[src/rtl/uart9_pkg.sv]
// Package: register addresses, control bit positions and frame constants
// shared by the transceiver modules. Assumes an 8-bit register file.
package uart9_pkg;
    localparam int ADDR_W    = 3;
    localparam int REG_W     = 8;
    localparam int RATE_W    = 16;

    localparam logic [ADDR_W-1:0] A_CTRL = 3'd0;
    localparam logic [ADDR_W-1:0] A_STAT = 3'd1;
    localparam logic [ADDR_W-1:0] A_DATA = 3'd2;
    localparam logic [ADDR_W-1:0] A_RLO  = 3'd3;
    localparam logic [ADDR_W-1:0] A_RHI  = 3'd4;

    localparam int C_VAR  = 0;
    localparam int C_RXEN = 1;
    localparam int C_TB9  = 2;
    localparam int C_DBL  = 3;
    localparam int C_SRC0 = 4;
    localparam int C_SRC1 = 5;

    localparam int S_RB9  = 0;
    localparam int S_TXD  = 1;
    localparam int S_RXD  = 2;

    localparam logic [1:0] SRC_GEN = 2'b01;

    typedef struct packed {
        logic [1:0] src;
        logic       dbl;
        logic       tb9;
        logic       rx_en;
        logic       var_mode;
    } ctrl_t;
endpackage

[src/rtl/uart9_baud.sv]
// Baud tick source: produces a registered one-clock tick at sixteen times
// the bit rate from a fixed divider, an external overflow pulse or an
// internal reload down-counter. Assumes timer_ovf is a one-clock pulse.
module uart9_baud #(
    parameter int RATE_W = 16
) (
    input  logic              clk,
    input  logic              rst_n,
    input  logic              var_mode,
    input  logic              dbl,
    input  logic              src_gen,
    input  logic [RATE_W-1:0] rate,
    input  logic              restart,
    input  logic              timer_ovf,
    output logic              tick
);
    logic              half_q;
    logic              par_q;
    logic [RATE_W-1:0] cnt_q;
    logic              gen_hit;
    logic              tmr_hit;
    logic              fix_hit;
    logic              nxt;

    // Select the tick source for the next cycle.
    always_comb begin
        gen_hit = (cnt_q == '0) && !restart;
        tmr_hit = timer_ovf && (!dbl || par_q);
        fix_hit = dbl || half_q;
        if (!var_mode)
            nxt = fix_hit;
        else if (src_gen)
            nxt = gen_hit;
        else
            nxt = tmr_hit;
    end

    // Divider phase, overflow parity, generator counter and tick register.
    always_ff @(posedge clk) begin
        if (!rst_n) begin
            half_q <= 1'b0;
            par_q  <= 1'b0;
            cnt_q  <= '0;
            tick   <= 1'b0;
        end else begin
            half_q <= ~half_q;
            if (timer_ovf)
                par_q <= ~par_q;
            if (restart || cnt_q == '0)
                cnt_q <= rate;
            else
                cnt_q <= cnt_q - 1'b1;
            tick <= nxt;
        end
    end
endmodule

[src/rtl/uart9_tx.sv]
// Transmitter: shifts out start, eight data bits, ninth bit and stop, each
// held for TPB ticks. Assumes start is only raised while busy is low.
module uart9_tx #(
    parameter int DW  = 8,
    parameter int TPB = 16
) (
    input  logic          clk,
    input  logic          rst_n,
    input  logic          tick,
    input  logic          start,
    input  logic [DW-1:0] data,
    input  logic          bit9,
    output logic          txd,
    output logic          busy,
    output logic          stop_begin
);
    localparam int NBITS = DW + 3;
    localparam int TW    = $clog2(TPB);
    localparam int BW    = $clog2(NBITS);

    logic [DW+1:0] sh_q;
    logic [TW-1:0] tcnt_q;
    logic [BW-1:0] bitn_q;

    // Frame sequencer: load, advance one bit per TPB ticks, finish after stop.
    always_ff @(posedge clk) begin
        if (!rst_n) begin
            sh_q       <= '0;
            tcnt_q     <= '0;
            bitn_q     <= '0;
            busy       <= 1'b0;
            txd        <= 1'b1;
            stop_begin <= 1'b0;
        end else begin
            stop_begin <= 1'b0;
            if (start && !busy) begin
                sh_q   <= {1'b1, bit9, data};
                tcnt_q <= '0;
                bitn_q <= '0;
                busy   <= 1'b1;
                txd    <= 1'b0;
            end else if (busy && tick) begin
                tcnt_q <= tcnt_q + 1'b1;
                if (tcnt_q == TW'(TPB - 1)) begin
                    if (bitn_q == BW'(NBITS - 1)) begin
                        busy <= 1'b0;
                        txd  <= 1'b1;
                    end else begin
                        txd    <= sh_q[0];
                        sh_q   <= {1'b0, sh_q[DW+1:1]};
                        bitn_q <= bitn_q + 1'b1;
                        if (bitn_q == BW'(NBITS - 2))
                            stop_begin <= 1'b1;
                    end
                end
            end
        end
    end
endmodule

[src/rtl/uart9_rx.sv]
// Receiver: synchronises rxd, detects a start edge while enabled, confirms
// it at mid-bit and samples each later bit at its centre. Reports a frame
// only when its stop bit is high.
module uart9_rx #(
    parameter int DW  = 8,
    parameter int TPB = 16
) (
    input  logic          clk,
    input  logic          rst_n,
    input  logic          tick,
    input  logic          en,
    input  logic          rxd,
    output logic [DW-1:0] data,
    output logic          bit9,
    output logic          done
);
    localparam int NBITS = DW + 3;
    localparam int TW    = $clog2(TPB);
    localparam int BW    = $clog2(NBITS);
    localparam int MID   = TPB / 2 - 1;

    logic [1:0]    sync_q;
    logic          run_q;
    logic [TW-1:0] tcnt_q;
    logic [BW-1:0] bitn_q;
    logic [DW-1:0] sh_q;
    logic          b9_q;
    logic          rs;

    assign rs = sync_q[1];

    // Two-stage input synchroniser, idles high.
    always_ff @(posedge clk) begin
        if (!rst_n) sync_q <= 2'b11;
        else        sync_q <= {sync_q[0], rxd};
    end

    // Frame sampler: start check, data shift, ninth bit, stop qualification.
    always_ff @(posedge clk) begin
        if (!rst_n) begin
            run_q  <= 1'b0;
            tcnt_q <= '0;
            bitn_q <= '0;
            sh_q   <= '0;
            b9_q   <= 1'b0;
            data   <= '0;
            bit9   <= 1'b0;
            done   <= 1'b0;
        end else begin
            done <= 1'b0;
            if (!run_q) begin
                if (en && !rs) begin
                    run_q  <= 1'b1;
                    tcnt_q <= '0;
                    bitn_q <= '0;
                end
            end else if (tick) begin
                tcnt_q <= tcnt_q + 1'b1;
                if (tcnt_q == TW'(TPB - 1))
                    bitn_q <= bitn_q + 1'b1;
                if (tcnt_q == TW'(MID)) begin
                    if (bitn_q == '0) begin
                        if (rs) run_q <= 1'b0;
                    end else if (bitn_q <= BW'(DW)) begin
                        sh_q <= {rs, sh_q[DW-1:1]};
                    end else if (bitn_q == BW'(DW + 1)) begin
                        b9_q <= rs;
                    end else begin
                        run_q <= 1'b0;
                        if (rs) begin
                            data <= sh_q;
                            bit9 <= b9_q;
                            done <= 1'b1;
                        end
                    end
                end
            end
        end
    end
endmodule

[src/rtl/uart9_core.sv]
// Top: register file, flag handling and the three engines. Assumes one
// register write per cycle; reads are combinational and have no side effect.
module uart9_core
    import uart9_pkg::*;
#(
    parameter int TPB = 16
) (
    input  logic              clk,
    input  logic              rst_n,
    input  logic              wr_en,
    input  logic [ADDR_W-1:0] wr_addr,
    input  logic [REG_W-1:0]  wr_data,
    input  logic [ADDR_W-1:0] rd_addr,
    output logic [REG_W-1:0]  rd_data,
    input  logic              timer_ovf,
    input  logic              rxd,
    output logic              txd
);
    ctrl_t             ctrl_q;
    logic [RATE_W-1:0] rate_q;
    logic              restart_q;
    logic              tx_done_q;
    logic              rx_done_q;
    logic              tick;
    logic              tx_busy;
    logic              tx_stop;
    logic              tx_go;
    logic [REG_W-1:0]  rx_byte;
    logic              rx_b9;
    logic              rx_fin;
    logic              var_mode;
    logic              dbl;
    logic              src_gen;
    logic              wr_stat;

    assign var_mode = ctrl_q.var_mode;
    assign dbl      = ctrl_q.dbl;
    assign src_gen  = (ctrl_q.src == SRC_GEN);
    assign tx_go    = wr_en && (wr_addr == A_DATA) && !tx_busy;
    assign wr_stat  = wr_en && (wr_addr == A_STAT);

    // Control and rate registers; a rate write requests a generator restart.
    always_ff @(posedge clk) begin
        if (!rst_n) begin
            ctrl_q    <= '0;
            rate_q    <= '0;
            restart_q <= 1'b0;
        end else begin
            restart_q <= 1'b0;
            if (wr_en && wr_addr == A_CTRL)
                ctrl_q <= ctrl_t'(wr_data[5:0]);
            if (wr_en && wr_addr == A_RLO) begin
                rate_q[7:0] <= wr_data;
                restart_q   <= 1'b1;
            end
            if (wr_en && wr_addr == A_RHI) begin
                rate_q[15:8] <= wr_data;
                restart_q    <= 1'b1;
            end
        end
    end

    // Done flags: set by the engines, cleared by writing zero; set wins.
    always_ff @(posedge clk) begin
        if (!rst_n) begin
            tx_done_q <= 1'b0;
            rx_done_q <= 1'b0;
        end else begin
            if (tx_stop)
                tx_done_q <= 1'b1;
            else if (wr_stat && !wr_data[S_TXD])
                tx_done_q <= 1'b0;
            if (rx_fin)
                rx_done_q <= 1'b1;
            else if (wr_stat && !wr_data[S_RXD])
                rx_done_q <= 1'b0;
        end
    end

    // Read multiplexer.
    always_comb begin
        case (rd_addr)
            A_CTRL:  rd_data = {2'b00, ctrl_q};
            A_STAT:  rd_data = {5'b0, rx_done_q, tx_done_q, rx_b9};
            A_DATA:  rd_data = rx_byte;
            A_RLO:   rd_data = rate_q[7:0];
            A_RHI:   rd_data = rate_q[15:8];
            default: rd_data = '0;
        endcase
    end

    uart9_baud #(.RATE_W(RATE_W)) u_baud (
        .clk       (clk),
        .rst_n     (rst_n),
        .var_mode  (var_mode),
        .dbl       (dbl),
        .src_gen   (src_gen),
        .rate      (rate_q),
        .restart   (restart_q),
        .timer_ovf (timer_ovf),
        .tick      (tick)
    );

    uart9_tx #(.DW(REG_W), .TPB(TPB)) u_tx (
        .clk        (clk),
        .rst_n      (rst_n),
        .tick       (tick),
        .start      (tx_go),
        .data       (wr_data),
        .bit9       (ctrl_q.tb9),
        .txd        (txd),
        .busy       (tx_busy),
        .stop_begin (tx_stop)
    );

    uart9_rx #(.DW(REG_W), .TPB(TPB)) u_rx (
        .clk   (clk),
        .rst_n (rst_n),
        .tick  (tick),
        .en    (ctrl_q.rx_en),
        .rxd   (rxd),
        .data  (rx_byte),
        .bit9  (rx_b9),
        .done  (rx_fin)
    );
endmodule

[config.mk]
export PLATFORM = sky130hd
export DESIGN_NAME = uart9_core
export DESIGN_NICKNAME = d
export VERILOG_FILES = /design/src/rtl/uart9_pkg.sv /design/src/rtl/uart9_baud.sv /design/src/rtl/uart9_tx.sv /design/src/rtl/uart9_rx.sv /design/src/rtl/uart9_core.sv
export SDC_FILE = /design/constraint.sdc
export NUM_CORES = 1
export LEC_CHECK = 0
export CORE_MARGIN = 3
export CORE_UTILIZATION = 60
export CTS_CLUSTER_SIZE = 16
export DETAILED_ROUTE_END_ITERATION = 8
export GPL_ROUTABILITY_DRIVEN = 1
export PLACE_DENSITY = 0.8
export SLEW_MARGIN = 20
export SYNTH_ARGS = -nofsm -noshare
export SYNTH_HDL_FRONTEND = slang
export SYNTH_SLANG_ARGS = --single-unit
[constraint.sdc]
create_clock -name clk -period 4.6 [get_ports clk]
set_clock_uncertainty 0.15 [all_clocks]
set_input_delay 1.15 -clock clk [delete_from_list [all_inputs] [get_ports clk]]
set_output_delay 1.15 -clock clk [all_outputs]
set_load 0.02 [all_outputs]
==> results by group, run 1 <==
STA
  • Worst setup margin: 0.1362 ns
  • Pins Over Slew Limit: 0
  • Fin crit period: ~4.5 ns
  • Final critical-path share of the clock period: 97.04%
  • Peak Freq: 0.2240 GHz
  • Slew margin rel.: 28.98%
  • Fin. Hold Viols: 0
  • Final setup TNS: 0 ns
  • Worst hold margin: around 0.27 ns
  • RSZ-0062 raised after global routing: no
  • Final Setup Violations: 0
  • Worst slew pin tran: 1.062 ns

Setup path
  • Element type at the critical path end: output pin
  • Critical Path RT: 3.30 ns
  • Reg2Reg Setup Slack: 1.90 ns
  • R2r endpoint: u_baud.tick
  • Cells along the critical path: clkdlybuf4s50_1, nor2b_1, a22oi_1, o22ai_1, clkdlybuf4s50_1
  • Critical path fanouts, max: 10
  • Worst r2r src: u_baud.cnt_q[9]
  • Reg2reg path depth: 4
  • Cell repeated most along the worst path: clkdlybuf4s50_1
  • Kind of critical path: input port to output pin
  • CP arrival: 3.16 ns
  • Worst path max stage delay: 0.67 ns
  • Worst Setup Start Kind: input port
  • Slowest CP cell: clkdlybuf4s50_1

Logic synthesis
  • Yosys top cell area share: 43.57%
  • Post-synthesis sequential area ratio: 43.57%
  • Mapped Cells: 518
  • Top cells by area, synth: dfxtp_1 (44%), a21oi_1 (6.5%), nand2_1 (5.8%)
  • Seq cells post-synth: 95
  • Synth warn: 0
  • Syn Nets: roughly 550
  • EDFF count, synth: 0
  • Mean post-synth cell area: 8.427 sq um
  • Synth unique cells: 50
  • Synthesized cell area: approximately 0.0044 sq mm
  • FFs w/ async S/R, synth: 0%
  • Most used DFF post-synth: dfxtp_1
  • Synth area leader: dfxtp_1

Global routing
  • Global router's overall resource usage: 25.34%
  • Number of global-route vias before repair: 3,596
  • Initial antenna violation count: 0
  • First-pass GRT wire length: 17,080 um
  • Grt total ovfl: 0
  • Largest net degree at the start of global routing: 36

Power
  • Sequential share of power: 48.3%
  • VDD IR max: approximately 230 uV
  • Internal power: 1.398 mW
  • Clock power frac: between 30% and 40%
  • Sw power: approximately 0.55 mW
  • Switching fraction of total power: between 20% and 30%
  • Pwr/cell area: 392.9 mW/mm^2
  • Comb power frac: between 20% and 30%
  • Leak: 1.800 nW

Worst hold path
  • Cell depth of the worst hold path: 1
  • Min-delay src: u_baud.half_q
  • Hold Crit Endpoint: u_baud.half_q
  • Hold Crit Class: flip-flop to flip-flop

Die
  • # rows: 30
  • Die ar.: between 0.008 and 0.009 sq mm
  • Die W: 91.30 um
  • DIE HEIGHT: 91.30 um
  • Total core area: between 0.006 and 0.007 sq mm
  • I/O pin count: 28
  • Starting Density: 63.21%

Clock tree
  • Clock transition at path regs: 0.09 ns
  • Clock root buffer: clkbuf_8
  • CTS Sinks: 95
  • H-tree levels: 3
  • CTS tree: done
  • Clock Tree Buf Depth: 2
  • TritonCTS buffer count: 9
  • CTS Hold Buffers Added: 0
  • Worst-skew pair later-pin latency: 0.35 ns

Placement
  • Buffers on Ports: 27
  • Dpl hpwl: ~7400 um
  • Place WS: 0.1125 ns
  • Placed cells: roughly 620
  • RD Place Congestion: 0.9379

Finish
  • # fillers: 542
  • Synth-to-layout area growth: 13.30%
  • Final Non-Filler Cells: between 600 and 700
  • Final nets: ~560
  • Share of post-route cells with drive strength above 1: 7.394%
  • Most frequent cells in the layout: dfxtp_1 (95), nand2_1 (68), a21oi_1 (57), nor2_1 (47), clkdlybuf4s50_1 (27)
  • Commonest non-fill, non-tap cell in the layout: dfxtp_1
  • Inserted Diodes: 0

Routing
  • Antenna viol nets, final: 0
  • WL/cell: 16.06 um
  • Via count: around 3,800
  • Via-to-Cell Ratio: slightly below 6
  • Drt drc: 0
  • DR pass1 iterations: 5
  • DRT iter0 DRCs: between 300 and 400
  • Routed WL: 10,230 um

Run
  • Max Cap Viol: 0

Outcome
  • Status: complete, no violations
[synthesized netlist by cell type, drive strengths merged (2+ instances only)]
cell,number
or4,4
a21oi,57
clkbuf,23
nand3b,5
mux2i,20
o221a,2
or3,5
inv,15
and2,3
buf,5
nand3,18
nor2b,8
mux2,4
a22oi,7
or2,3
nor3,14
dfxtp,95
xor2,8
a311oi,13
ha,9
nand2,68
o22ai,3
and3,2
and4,3
nor4,4
o21ai,24
nor3b,2
nand4,8
nand2b,6
nor2,47
xnor2,10
a211oi,10
[per-layer routing]
layer / GRT usage [%] / vias up / share of wire [%]
li1: - / 1867 / -
met1: 32.78 / 1820 / 45
met2: 41.57 / 95 / 48
met3: 5.054 / 19 / 4.3
met4: 9.925 / 0 / 2.3
met5: 0 / - / 0
[state kept, by name, indices dropped and copies added, names as in the netlist, 2 cells and up]
name and flops:
u_rx.bitn_q 4, u_rx.sync_q 2, u_rx.tcnt_q 4, u_rx.sh_q 8
ctrl_q 4, u_baud.cnt_q 16, u_tx.bitn_q 4, u_tx.sh_q 10
u_rx.data 8, u_tx.tcnt_q 4, rate_q 16
[power by group through the flow]
stage               sequential, mW  clock [mW]  combinational [mW]
floorplan                    0.943           0               0.303
global placement             0.954           0               0.373
detailed placement           0.959           0               0.382
CTS                          0.939       0.627               0.386
global route                 0.948       0.660               0.432
finish                       0.939       0.616               0.388
[critical path: cells and delay by family]
| family | cells | cell delay (ns) |
|---|---|---|
| AND/OR/NAND/NOR | 1 | 0.31 |
| buffers and inverters | 2 | 1.33 |
| AO/OA/AOI/OAI | 2 | 0.37 |
[metrics by stage]
stage               total power, mW  instance area (sq um)  util [%]
floorplan                     1.246                   4365         -
global placement              1.328                   4711     68.21
detailed placement            1.341                   4711     68.21
CTS                           1.953                   4943     71.58
global route                  2.039                   4946     71.61
finish                        1.943                   4946     71.61
[worst max-delay path by stage]
stage | start | end | slack (ns)
finish | rd_addr[2] | rd_data[2] | 0.14
global route | rd_addr[2] | rd_data[7] | 0.02
CTS | rd_addr[0] | rd_data[1] | 0.1
detailed placement | rd_addr[2] | rd_data[5] | 0.11
global placement | rd_addr[0] | rd_data[1] | 0.14
floorplan | rd_addr[0] | rd_data[0] | 1.05
[cell type report]
class	count	area, sq um	share of cell area [%]
multi-input combinational	380	2305	46.60
sequential	95	1902	38.45
timing repair buffer	35	330.3	6.678
clock buffer	12	155.1	3.137
tap	96	120.1	2.429
clock inverter	4	77.57	1.568
inverter	15	56.30	1.138
[what timing repair did]
| action | 4_1_cts | 5_1_grt |
|---|---|---|
| resized for setup | 0 | 2 |
| buffers inserted | 0 | 0 |
| setup endpoints to repair | 0 | 3 |
[kinds of logic after synthesis]
kind of cell	synth area share (%)
buffers and inverters	3.812
adder cells (fa/ha/maj)	2.580
flip-flops	43.57
XOR/XNOR	3.611
AND/OR/NAND/NOR	23.65
multiplexers	5.618
AO/OA/AOI/OAI	17.17
No activity file was read; power rests on OpenSTA's default activity.
==> run 2: changes to the inputs <==
--- a/config.mk
+++ b/config.mk
@@ -7,6 +7,7 @@
 export LEC_CHECK = 0
 export CORE_MARGIN = 3
 export CORE_UTILIZATION = 60
+export CTS_BUF_LIST = sky130_fd_sc_hd__clkbuf_4
 export CTS_CLUSTER_SIZE = 16
 export DETAILED_ROUTE_END_ITERATION = 8
 export GPL_ROUTABILITY_DRIVEN = 1
==> results by group, run 2 (synthesis results as in run 1) <==
Routing
  • DRT iter0 DRCs: between 300 and 400
  • Antenna viol nets, final: 0
  • Via count: 3,790
  • Drt drc: 0
  • Via-to-Cell Ratio: between 5 and 6
  • Routed WL: 10,120 um
  • DR pass1 iterations: 4
  • WL/cell: about 16 um

STA
  • Pins Over Slew Limit: 0
  • RSZ-0062 raised after global routing: no
  • Fin crit period: 4.461 ns
  • Slew margin rel.: 30.92%
  • Fin. Hold Viols: 0
  • Peak Freq: approximately 0.22 GHz
  • Worst slew pin tran: 1.034 ns
  • Final critical-path share of the clock period: 96.98%
  • Final Setup Violations: 0
  • Worst setup margin: between 0.1 and 0.15 ns
  • Final setup TNS: 0 ns
  • Worst hold margin: 0.2751 ns

Global routing
  • Grt total ovfl: 0
  • Largest net degree at the start of global routing: 36
  • Initial antenna violation count: 0
  • Global router's overall resource usage: 24.95%
  • Number of global-route vias before repair: 3,595
  • First-pass GRT wire length: 17,010 um

Finish
  • Inserted Diodes: 0
  • Share of post-route cells with drive strength above 1: about 7%
  • Final nets: 564
  • Commonest non-fill, non-tap cell in the layout: dfxtp_1
  • Synth-to-layout area growth: 11.64%
  • Final Util: between 70% and 80%
  • Top Registers: rate_q (16), u_baud.cnt_q (16), u_tx.sh_q (10)
  • Most frequent cells in the layout: dfxtp_1 (95), nand2_1 (68), a21oi_1 (57), nor2_1 (47), clkdlybuf4s50_1 (27)

Setup path
  • Worst path max stage delay: 0.67 ns
  • R2r endpoint: u_baud.tick
  • Element type at the critical path end: output pin
  • Reg2reg path depth: 4
  • Critical Path RT: 3.30 ns
  • Cell repeated most along the worst path: clkdlybuf4s50_1
  • Kind of critical path: input port to output pin
  • Reg2Reg Setup Slack: 1.94 ns
  • Slowest CP cell: clkdlybuf4s50_1
  • Crit path buffers/inverters: 2
  • CP arrival: 3.16 ns
  • Worst r2r src: u_baud.cnt_q[9]
  • Worst Setup Start Kind: input port
  • Cells along the critical path: clkdlybuf4s50_1, nor2b_1, a22oi_1, o22ai_1, clkdlybuf4s50_1
  • Critical path fanouts, max: 10
  • Crit path max-delay family: buffers and inverters

Worst hold path
  • Min-delay src: u_baud.half_q
  • Hold Crit Endpoint: u_baud.half_q
  • Cell depth of the worst hold path: 1
  • Hold Crit Class: flip-flop to flip-flop

Run
  • Max Cap Viol: 0

Clock tree
  • Clock transition at path regs: 0.13 ns
  • Clock Tree Buf Depth: 2
  • Resized cells post-CTS: 0
  • CTS Hold Buffers Added: 0
  • Clock root buffer: clkbuf_4
  • CTS tree: done
  • CTS Sinks: 95
  • H-tree levels: 3
  • Worst-skew pair later-pin latency: 0.43 ns
  • Setup bufs post-CTS: 0
  • TritonCTS buffer count: 9

Placement
  • Dpl hpwl: roughly 7400 um
  • Buffers on Ports: 27
  • Place WS: 0.1125 ns
  • RD Place Congestion: ~0.94

Die
  • Starting Density: 63.21%
  • I/O pin count: 28
  • Total core area: 0.006907 sq mm
  • Die W: 91.30 um
  • DIE HEIGHT: ~91 um
  • Die ar.: 0.008335 sq mm
  • # rows: 30

Power
  • Leak: about 1.8 nW
  • Pwr/cell area: 373.4 mW/mm^2
  • VDD IR max: 198.8 uV

Outcome
  • Status: complete, no violations
[run 2: worst max path at each step]
| stage | from | to | slack (ns) | depth (start not counted) |
|---|---|---|---|---|
| 3_5_place_dp | rd_addr[2] | rd_data[5] | 0.11 | 5 |
| 4_1_cts | rd_addr[0] | rd_data[1] | 0.11 | 5 |
| 6_report | rd_addr[2] | rd_data[2] | 0.14 | 5 |
| 3_3_place_gp | rd_addr[0] | rd_data[1] | 0.14 | 5 |
| 5_1_grt | rd_addr[2] | rd_data[7] | 0.02 | 6 |
| 2_1_floorplan | rd_addr[0] | rd_data[0] | 1.05 | 4 |
[run 2: routing by layer]
layer | track usage [%] | part of all wire, %
met5 | 0 | 0
met4 | 10.68 | 2.6
met3 | 3.314 | 3.6
met2 | 40.96 | 48
met1 | 32.93 | 46
[run 2: final cells by class]
class                   count  area [sq um]
clock buffers              10         75.07
clock inverters             6         85.08
fillers                   554          2033
inverters                  15         56.30
multi-input cells         380          2305
flip-flops and latches     95          1902
well taps                  96         120.1
repair buffers             35         330.3
[run 2: power by group]
part / switching, mW / internal, mW
Sequential: 0.0629 / 0.878
Combinational: 0.204 / 0.183
Clock: 0.267 / 0.225
[run 2: metrics by stage]
step | total power [mW] | instances | area, sq um
2_1_floorplan | 1.246 | 518 | 4365
3_3_place_gp | 1.328 | 621 | 4711
3_5_place_dp | 1.341 | 621 | 4711
4_1_cts | 1.825 | 637 | 4871
5_1_grt | 1.911 | 637 | 4873
6_report | 1.820 | 637 | 4873
==> run 3: changes to the inputs <==
--- a/config.mk
+++ b/config.mk
@@ -5,6 +5,7 @@
 export SDC_FILE = /design/constraint.sdc
 export NUM_CORES = 1
 export LEC_CHECK = 0
+export ABC_AREA = 1
 export CORE_MARGIN = 3
 export CORE_UTILIZATION = 60
 export CTS_BUF_LIST = sky130_fd_sc_hd__clkbuf_4
==> results by group, run 3 <==
Setup path
  • Critical Path RT: 3.30 ns
  • Element type at the critical path end: output pin
  • Worst Setup Start Kind: input port
  • Critical path fanouts, max: 6
  • Kind of critical path: input port to output pin
  • CP arrival: around 3.0 ns

STA
  • Final critical-path share of the clock period: between 90 and 100%
  • Final Setup Violations: 0
  • Worst slew pin tran: 0.8571 ns
  • Fin. Hold Viols: 0
  • Slew margin rel.: 42.65%
  • RSZ-0062 raised after global routing: no
  • Fin crit period: ~4.3 ns
  • Worst setup margin: 0.2993 ns
  • Pins Over Slew Limit: 0
  • Peak Freq: 0.2325 GHz
  • Final setup TNS: 0 ns
  • Worst hold margin: 0.2864 ns

Die
  • # rows: 30
  • Die ar.: about 0.0084 sq mm
  • DIE HEIGHT: 91.87 um
  • Total core area: 0.006982 sq mm
  • Die W: approximately 90 um
  • Starting Density: ~63%
  • I/O pin count: 28

Routing
  • Drt drc: 0
  • DR pass1 iterations: 5
  • WL/cell: 13.11 um
  • Antenna viol nets, final: 0
  • Routed WL: 10,050 um
  • Via-to-Cell Ratio: 5.267
  • DRT iter0 DRCs: 284
  • Via count: 4,040

Clock tree
  • Worst-skew pair later-pin latency: about 0.44 ns
  • CTS Hold Buffers Added: 0
  • Clock root buffer: clkbuf_4
  • Clock Tree Buf Depth: 2
  • CTS Sinks: 95
  • Resized cells post-CTS: 0
  • H-tree levels: 3
  • Clock transition at path regs: 0.14 ns
  • TritonCTS buffer count: 9
  • Setup bufs post-CTS: 0
  • CTS tree: done

Logic synthesis
  • Mapped Cells: 642
  • EDFF count, synth: 0
  • Mean post-synth cell area: 6.891 sq um
  • Most used DFF post-synth: dfxtp_1
  • Synth warn: 0
  • Syn Nets: 670
  • Seq cells post-synth: 95
  • Synth unique cells: 36
  • Post-synthesis sequential area ratio: a little over two fifths
  • Synthesized cell area: 0.004424 sq mm
  • Yosys top cell area share: 42.99%
  • Most common library cells after synthesis: nand2_1 (148), nor2_1 (104), dfxtp_1 (95)
  • Top cells by area, synth: dfxtp_1 (43%), nand2_1 (13%), nor2_1 (8.8%)
  • Most common cell in the netlist: nand2_1
  • Synth area leader: dfxtp_1
  • FFs w/ async S/R, synth: 0%

Finish
  • Share of post-route cells with drive strength above 1: between 7 and 8%
  • Final Non-Filler Cells: 767
  • Inserted Diodes: 0
  • Final nets: 694
  • Synth-to-layout area growth: 11.74%
  • Most frequent cells in the layout: nand2_1 (148), nor2_1 (104), dfxtp_1 (95), o21ai_0 (64), inv_1 (61)
  • Top Registers: rate_q (16), u_baud.cnt_q (16), u_tx.sh_q (10)
  • # fillers: 615
  • Commonest non-fill, non-tap cell in the layout: nand2_1

Worst hold path
  • Hold Crit Class: flip-flop to flip-flop

Global routing
  • Number of global-route vias before repair: 3,748
  • Global router's overall resource usage: 24.57%
  • Largest net degree at the start of global routing: 63
  • Grt total ovfl: 0
  • First-pass GRT wire length: 16,830 um
  • Initial antenna violation count: 0

Placement
  • Dpl hpwl: 7386 um
  • RD Place Congestion: 0.8957
  • Buffers on Ports: 27
  • Placed cells: around 750
  • Place WS: 0.3002 ns

Power
  • Pwr/cell area: 420.0 mW/mm^2
  • Leak: between 2 and 2.5 nW
  • VDD IR max: ~200 uV

Outcome
  • Status: complete, no violations

Run
  • Max Cap Viol: 0
run 3: kinds of logic (layout without fill, tap and decap cells):
family	after synthesis	count (layout)	synth area share, %
flip-flops	95	95	42.99
XOR/XNOR	2	2	0.3960
AND/OR/NAND/NOR	318	318	30.20
buffers and inverters	84	113	8.003
AO/OA/AOI/OAI	134	134	15.87
adder cells (fa/ha/maj)	9	9	2.545
run 3: path summary, 6_finish.rpt:
check                                     from        endpoint  slack (ns)  cells after the start
worst max register to register  u_rx.tcnt_q[0]    u_rx.data[2]        2.67                      8
worst min-delay path            u_rx.sync_q[0]  u_rx.sync_q[1]        0.29                      1
worst max-delay path                rd_addr[1]      rd_data[5]        0.30                      7
worst min register to register  u_rx.sync_q[0]  u_rx.sync_q[1]        0.29                      1
run 3: stage by stage:
step	total power, mW	util [%]	instance area [sq um]
2_1_floorplan	1.370	-	4424
3_3_place_gp	1.453	67.81	4735
3_5_place_dp	1.472	67.81	4735
4_1_cts	2.082	70.81	4943
5_1_grt	2.209	70.81	4943
6_report	2.076	70.81	4943
run 3: worst max-delay path: stages:
cell	delay (ns)
clkdlybuf4s50_1	0.52
inv_1	0.08
nor3_2	0.29
buf_4	0.19
nand2_1	0.05
o2111ai_1	0.08
clkdlybuf4s50_1	0.63
run 3: power by group:
part	switching [mW]	internal, mW
clock network	0.287	0.332
registers	0.0521	0.885
logic	0.332	0.188
run 3: final cells by class:
| class | count | area, sq um | share of cell area [%] |
|---|---|---|---|
| multi-input cells | 463 | 2168 | 43.86 |
| flip-flops and latches | 95 | 1902 | 38.47 |
| repair buffers | 30 | 292.8 | 5.923 |
| inverters | 67 | 251.5 | 5.087 |
| clock inverters | 7 | 141.4 | 2.860 |
| well taps | 96 | 120.1 | 2.430 |
| clock buffers | 9 | 67.56 | 1.367 |
run 3: per-layer routing:
layer	part of all wire [%]	wire [um]	track usage, %
met5	0	0	0
met2	48	4849	43.31
met1	45	4504	29.64
met4	2.8	281	10.89
met3	4.2	418	3.445
